===== src/rtl/ivt_pkg.sv =====
package ivt_pkg;

    // Register select addresses (fixed by the register map).
    localparam logic [3:0] A_PORTB = 4'h1;
    localparam logic [3:0] A_LATLO = 4'h4;
    localparam logic [3:0] A_ISR   = 4'hD;
    localparam logic [3:0] A_CTRL  = 4'hE;

    // Bit positions.
    localparam int unsigned FORCE_BIT   = 4;
    localparam int unsigned MASK_SETCLR = 7;
    localparam int unsigned MASK_SRC    = 0;
    localparam int unsigned PORT_BIT    = 6;

    typedef struct packed {
        logic ext_src;
        logic toggle;
        logic port_en;
        logic run;
    } ctrl_t;

    function automatic ctrl_t ctrl_from_byte(input logic [7:0] d);
        ctrl_t c;
        c.run     = d[0];
        c.port_en = d[1];
        c.toggle  = d[2];
        c.ext_src = d[5];
        return c;
    endfunction

    function automatic logic [7:0] ctrl_to_byte(input ctrl_t c);
        return {2'b00, c.ext_src, 2'b00, c.toggle, c.port_en, c.run};
    endfunction

    function automatic logic [7:0] status_byte(input logic sum, input logic flag);
        return {sum, 6'b0, flag};
    endfunction

endpackage


===== src/rtl/ivt_cnt_sync.sv =====
module ivt_cnt_sync #(
    parameter int unsigned STAGES = 2
) (
    input  logic clk,
    input  logic rst,
    input  logic pin_i,
    output logic rise_o
);
    logic [STAGES-1:0] sync_q;
    logic              prev_q;

    genvar s;
    generate
        for (s = 0; s < STAGES; s++) begin : g_stage
            if (s == 0) begin : g_first
                always_ff @(posedge clk) begin
                    if (rst) sync_q[0] <= 1'b0;
                    else     sync_q[0] <= pin_i;
                end
            end else begin : g_next
                always_ff @(posedge clk) begin
                    if (rst) sync_q[s] <= 1'b0;
                    else     sync_q[s] <= sync_q[s-1];
                end
            end
        end
    endgenerate

    always_ff @(posedge clk) begin
        if (rst) prev_q <= 1'b0;
        else     prev_q <= sync_q[STAGES-1];
    end

    assign rise_o = sync_q[STAGES-1] & ~prev_q;
endmodule


===== src/rtl/ivt_counter.sv =====
module ivt_counter #(
    parameter int unsigned W  = 16,
    parameter int unsigned NB = W / 8
) (
    input  logic          clk,
    input  logic          rst,
    input  logic [NB-1:0] lat_wr,
    input  logic [7:0]    wr_byte,
    input  logic          force_ld,
    input  logic          cnt_ev,
    output logic [W-1:0]  count_o,
    output logic [W-1:0]  latch_o,
    output logic          uf_o
);
    logic [7:0]   lat_b [NB];
    logic [W-1:0] count_q;

    genvar b;
    generate
        for (b = 0; b < NB; b++) begin : g_lat
            always_ff @(posedge clk) begin
                if (rst)            lat_b[b] <= 8'h00;
                else if (lat_wr[b]) lat_b[b] <= wr_byte;
            end
            assign latch_o[b*8 +: 8] = lat_b[b];
        end
    endgenerate

    assign uf_o = cnt_ev && !force_ld && (count_q == '0);

    always_ff @(posedge clk) begin
        if (rst)           count_q <= '0;
        else if (force_ld) count_q <= latch_o;
        else if (uf_o)     count_q <= latch_o;
        else if (cnt_ev)   count_q <= count_q - 1'b1;
    end

    assign count_o = count_q;
endmodule


===== src/rtl/ivt_port_out.sv =====
module ivt_port_out (
    input  logic clk,
    input  logic rst,
    input  logic uf_i,
    input  logic cnt_ev_i,
    input  logic ctrl_wr_i,
    input  logic toggle_i,
    output logic pulse_o,
    output logic tog_o,
    output logic level_o
);
    logic pulse_q, tog_q;

    always_ff @(posedge clk) begin
        if (rst)           pulse_q <= 1'b0;
        else if (uf_i)     pulse_q <= 1'b1;
        else if (cnt_ev_i) pulse_q <= 1'b0;
    end

    always_ff @(posedge clk) begin
        if (rst)            tog_q <= 1'b0;
        else if (ctrl_wr_i) tog_q <= 1'b0;
        else if (uf_i)      tog_q <= ~tog_q;
    end

    assign pulse_o = pulse_q;
    assign tog_o   = tog_q;
    assign level_o = toggle_i ? tog_q : pulse_q;
endmodule


===== src/rtl/ivt_irq.sv =====
module ivt_irq (
    input  logic clk,
    input  logic rst,
    input  logic uf_i,
    input  logic clr_i,
    input  logic mask_wr_i,
    input  logic mask_set_i,
    input  logic mask_src_i,
    output logic flag_o,
    output logic mask_o,
    output logic irq_o
);
    logic flag_q, mask_q;

    always_ff @(posedge clk) begin
        if (rst)        flag_q <= 1'b0;
        else if (uf_i)  flag_q <= 1'b1;
        else if (clr_i) flag_q <= 1'b0;
    end

    always_ff @(posedge clk) begin
        if (rst) mask_q <= 1'b0;
        else if (mask_wr_i && mask_src_i) mask_q <= mask_set_i;
    end

    assign flag_o = flag_q;
    assign mask_o = mask_q;
    assign irq_o  = flag_q & mask_q;
endmodule


===== src/rtl/ivl_timer.sv =====
module ivl_timer
    import ivt_pkg::*;
#(
    parameter int unsigned CNT_W       = 16,
    parameter int unsigned SYNC_STAGES = 2
) (
    input  logic       clk,
    input  logic       rst,
    input  logic [3:0] reg_sel,
    input  logic       wr_en,
    input  logic       rd_en,
    input  logic [7:0] wr_data,
    output logic [7:0] rd_data,
    input  logic       cnt_pin,
    output logic       pb6_out,
    output logic       pb6_oe,
    output logic       irq
);
    localparam int unsigned NB = CNT_W / 8;

    ctrl_t            ctrl_q;
    logic             ctrl_wr, force_ld, pin_rise, cnt_ev, uf;
    logic [NB-1:0]    lat_wr;
    logic [CNT_W-1:0] count, latch;
    logic             pulse_lvl, tog_lvl, port_lvl;
    logic             flag, mask, isr_wr, isr_clr;

    assign ctrl_wr  = wr_en && (reg_sel == A_CTRL);
    assign force_ld = ctrl_wr && wr_data[FORCE_BIT];
    assign isr_wr   = wr_en && (reg_sel == A_ISR);
    assign isr_clr  = rd_en && (reg_sel == A_ISR);

    always_ff @(posedge clk) begin
        if (rst)          ctrl_q <= '0;
        else if (ctrl_wr) ctrl_q <= ctrl_from_byte(wr_data);
    end

    always_comb begin
        for (int b = 0; b < NB; b++)
            lat_wr[b] = wr_en && (reg_sel == A_LATLO + 4'(b));
    end

    ivt_cnt_sync #(.STAGES(SYNC_STAGES)) u_sync (
        .clk(clk), .rst(rst), .pin_i(cnt_pin), .rise_o(pin_rise)
    );

    assign cnt_ev = ctrl_q.run && (ctrl_q.ext_src ? pin_rise : 1'b1);

    ivt_counter #(.W(CNT_W), .NB(NB)) u_cnt (
        .clk(clk), .rst(rst), .lat_wr(lat_wr), .wr_byte(wr_data),
        .force_ld(force_ld), .cnt_ev(cnt_ev),
        .count_o(count), .latch_o(latch), .uf_o(uf)
    );

    ivt_port_out u_port (
        .clk(clk), .rst(rst), .uf_i(uf), .cnt_ev_i(cnt_ev),
        .ctrl_wr_i(ctrl_wr), .toggle_i(ctrl_q.toggle),
        .pulse_o(pulse_lvl), .tog_o(tog_lvl), .level_o(port_lvl)
    );

    ivt_irq u_irq (
        .clk(clk), .rst(rst), .uf_i(uf), .clr_i(isr_clr),
        .mask_wr_i(isr_wr), .mask_set_i(wr_data[MASK_SETCLR]),
        .mask_src_i(wr_data[MASK_SRC]),
        .flag_o(flag), .mask_o(mask), .irq_o(irq)
    );

    assign pb6_oe  = ctrl_q.port_en;
    assign pb6_out = ctrl_q.port_en & port_lvl;

    always_comb begin
        rd_data = 8'h00;
        case (reg_sel)
            A_PORTB: rd_data[PORT_BIT] = pb6_out;
            A_ISR:   rd_data = status_byte(irq, flag);
            A_CTRL:  rd_data = ctrl_to_byte(ctrl_q);
            default: ;
        endcase
        for (int b = 0; b < NB; b++)
            if (reg_sel == A_LATLO + 4'(b)) rd_data = count[b*8 +: 8];
    end
endmodule


===== config.mk =====
export PLATFORM = sky130hd
export DESIGN_NAME = ivl_timer
export DESIGN_NICKNAME = d
export VERILOG_FILES = /design/src/rtl/ivt_pkg.sv /design/src/rtl/ivt_cnt_sync.sv /design/src/rtl/ivt_counter.sv /design/src/rtl/ivt_port_out.sv /design/src/rtl/ivt_irq.sv /design/src/rtl/ivl_timer.sv
export SDC_FILE = /design/constraint.sdc
export NUM_CORES = 1
export LEC_CHECK = 0
export BUFFER_PORTS_ARGS = -buffer_cell sky130_fd_sc_hd__buf_2
export CELL_PAD_IN_SITES_DETAIL_PLACEMENT = 1
export CELL_PAD_IN_SITES_GLOBAL_PLACEMENT = 2
export CORE_MARGIN = 3
export CORE_UTILIZATION = 33
export DETAILED_ROUTE_END_ITERATION = 6
export PLACE_DENSITY = 0.76
export SETUP_SLACK_MARGIN = 0.05
export SLEW_MARGIN = 10
export SYNTH_ARGS = -nofsm -noshare
export SYNTH_HDL_FRONTEND = slang
export SYNTH_HIERARCHICAL = 1
export SYNTH_SLANG_ARGS = --single-unit

===== constraint.sdc =====
create_clock -name clk -period 2.3 [get_ports clk]
set_input_delay 0.115 -clock clk [delete_from_list [all_inputs] [get_ports clk]]
set_output_delay 0.115 -clock clk [all_outputs]
set_load 0.03 [all_outputs]

==> summary.md <==
| Metric | Value |
|---|---|
| Status | `finished, final reports clean` |
| Detail Route Antenna Nets | `0` |
| Placed insts | `385` |
| RSZ-0062 raised after global routing | `yes` |
| Final wirelength | `between 7 and 8 mm` |
| Tcrit/Tclk final | `92.22%` |
| PwrDens | `between 500 and 600 nW/µm²` |
| Post-Syn Area | `roughly 2400 µm²` |
| Core Rows | `30` |
| Vias in the first global route | `2192` |
| Post-Synth Simple-Gate Area | `31.45%` |
| Pin count of the biggest net entering global routing | `20` |
| Max-Cap Viols | `0` |
| CTS sink cnt | `43` |
| Tmin final | `2.121 ns` |
| Number of distinct library cells after synthesis | `60` |
| Drt pass-1 iters | `5` |
| Worst Setup Start Kind | `flop` |
| Main area contributors after synthesis | `dfxtp_1, edfxtp_1, and2_1, nand2_1, nand2b_1` |
| Async SR Flop Fraction | `0%` |
| Setup WS pre-CTS | `0.1564 ns` |
| Final WS setup | `~0.18 ns` |
| Latest clock arrival within the worst-skew pair | `0.30 ns` |
| Final setup fails | `0` |
| NumNets Final | `314` |
| Power Total | `1.619 mW` |
| Post-synthesis compound-gate area fraction | `17.78%` |
| Slew Viols, Final | `0` |
| Ys flop type | `dfxtp_1` |
| Final core utilization | `41.35%` |
| Post-synth EDFFs | `16` |
| N_diodes | `0` |
| CP arrival | `2.35 ns` |
| Critical Path End Type | `flop` |
| Layout Cells excl Fill | `slightly below 400` |
| Worst Tran Pin Value | `0.5801 ns` |
| Initial Util | `34.23%` |
| Sequential area share after synthesis | `43.43%` |
| Die X | `90.41 µm` |
| Share of the synthesized area in the top cell type | `22.99%` |
| Starting DRT DRC Count | `101` |
| Worst endpoint required time | `2.53 ns` |
| DR vias | `2112` |
| Count leader, synth | `dfxtp_1` |
| Min-Delay Path Class | `input pin to flop` |
| Mapped Cells | `248` |
| Congestion Overflow GR | `0` |
| Final instance area | `2840 µm²` |
| Max Root-Sink Buffers | `2` |
| WS Path Type | `flop to flop` |
| Clock-pin slew on the worst setup and hold paths | `around 0.090 ns` |
| Die H | `90.41 µm` |
| Dominant combinational cell family by area after synthesis | `simple AND/OR/NAND/NOR gates` |
| I/O pin count | `28` |
| Worst-case hold slack | `0.02715 ns` |
| Final Hold Viols | `0` |
| Port Buf Inserts | `27` |
| Yosys warnings | `6` |
| TritonCTS clock tree | `yes` |
| Placer Congestion | `0.8485` |
| Synth Area in Adders | `less than 1%` |
| Avg Inst Size Synth | `9.480 µm²` |
| CTS buffer count | `5` |
| Peak Freq | `approximately 470 MHz` |
| CP max FO | `9` |
| Top cells by count, synth | `dfxtp_1, and2_1, nand2_1` |
| Total die area | `8173 µm²` |
| Initial antenna violation count | `0` |
| Placed instance area | `about 2700 µm²` |
| Drc violations | `0` |
| Syn nets | `266` |
| CTS root buf | `clkbuf_8` |
| Synth Area in XOR/XNOR | `between 1 and 1.5%` |
| Seq cells post-synth | `43` |
| DP HPWL | `5.859 mm` |
| Setup TNS | `0 ns` |
| Total GRT Usage | `a little under a fifth` |
| Largest area contributor in the netlist | `dfxtp_1` |
| Max VDD drop | `254.9 µV` |
| First-pass GRT wire length | `approximately 12 mm` |
| Rel. slew slack | `61.03%` |
| Layout Skew | `0.005698 ns` |
| Layout cells sized above 1 | `between 20% and 30%` |
| Post-synthesis mux area share | `1.118%` |
| Drt via density | `5.374` |
| # hold bufs at CTS | `0` |
| Pleak | `1.108 nW` |
| H-tree levels | `2` |
| Core ar. | `6869 µm²` |
| Post-DR wirelength/cell | `18.97 µm` |
| Layout area overhead | `20.81%` |
[placed cells by master (no fill, tap or decap), types with 10 or more instances in the layout]
cell	netlist	routed
a21oi_1	10	10
and2_1	22	22
buf_2	1	27
buf_4	0	23
dfxtp_1	27	27
edfxtp_1	16	16
inv_1	13	13
nand2_1	17	17
nor2_1	13	12
[per-layer routing]
layer,global-route usage [%],wire length [µm],vias up,part of all wire [%]
met5,0,0,-,0
met4,3.954,74,0,0.99
met3,3.333,263,8,3.5
met2,30.06,3500,46,47
met1,26.58,3616,1038,49
li1,-,-,1020,-
[registers in the layout (all words and copies together) (netlist names)]
| name | flops |
|---|---|
| u_cnt/count_o | 16 |
| u_irq/flag_o | 1 |
| u_port/pulse_o | 1 |
| u_sync/sync_q | 2 |
| u_cnt/lat_b | 16 |
| u_port/tog_o | 1 |
| u_irq/mask_o | 1 |
| u_sync/prev_q | 1 |
| ctrl_q | 3 |
| pb6_oe | 1 |
[power by group]
group	switching (mW)	internal, mW
clock	0.290	0.286
sequential	0.0218	0.817
combinational	0.116	0.0883
[worst paths after layout]
check,from,to,slack [ns],depth (start not counted)
worst min register to register,u_sync/sync_q[0],u_sync/sync_q[1],0.45,1
worst max-delay path,u_cnt/count_o[11],u_cnt/count_o[12],0.18,6
worst max register to register,u_cnt/count_o[11],u_cnt/count_o[12],0.18,6
worst min-delay path,cnt_pin,u_sync/sync_q[0],0.03,2
[what timing repair did]
item                                    in CTS  in global routing
hold endpoints to repair                     0                  0
buffers inserted                             0                  0
gates resized for setup                      0                  2
endpoints found under the setup margin       0                  7
[kinds of logic after synthesis]
family	Yosys count
xor+xnor	3
simple gates	120
fa+ha+maj	1
compound gates	57
mux	2
flops	43
buf+inv	22
[cell type report]
cell class                 count  area [µm²]
clock buffer                   6       93.84
tap                           96       120.1
timing repair buffer          50       307.8
sequential                    43        1021
clock inverter                 2       17.52
fill                         806        4029
multi-input combinational    183        1231
inverter                      13       48.80
[critical path: stages (launching register included)]
cell	delay (ns)
dfxtp_1	0.38
or4_4	0.56
or4_4	0.51
o21ai_2	0.14
buf_4	0.19
a22oi_1	0.10
nor3_1	0.16
Power figures use the tool's default switching activity.
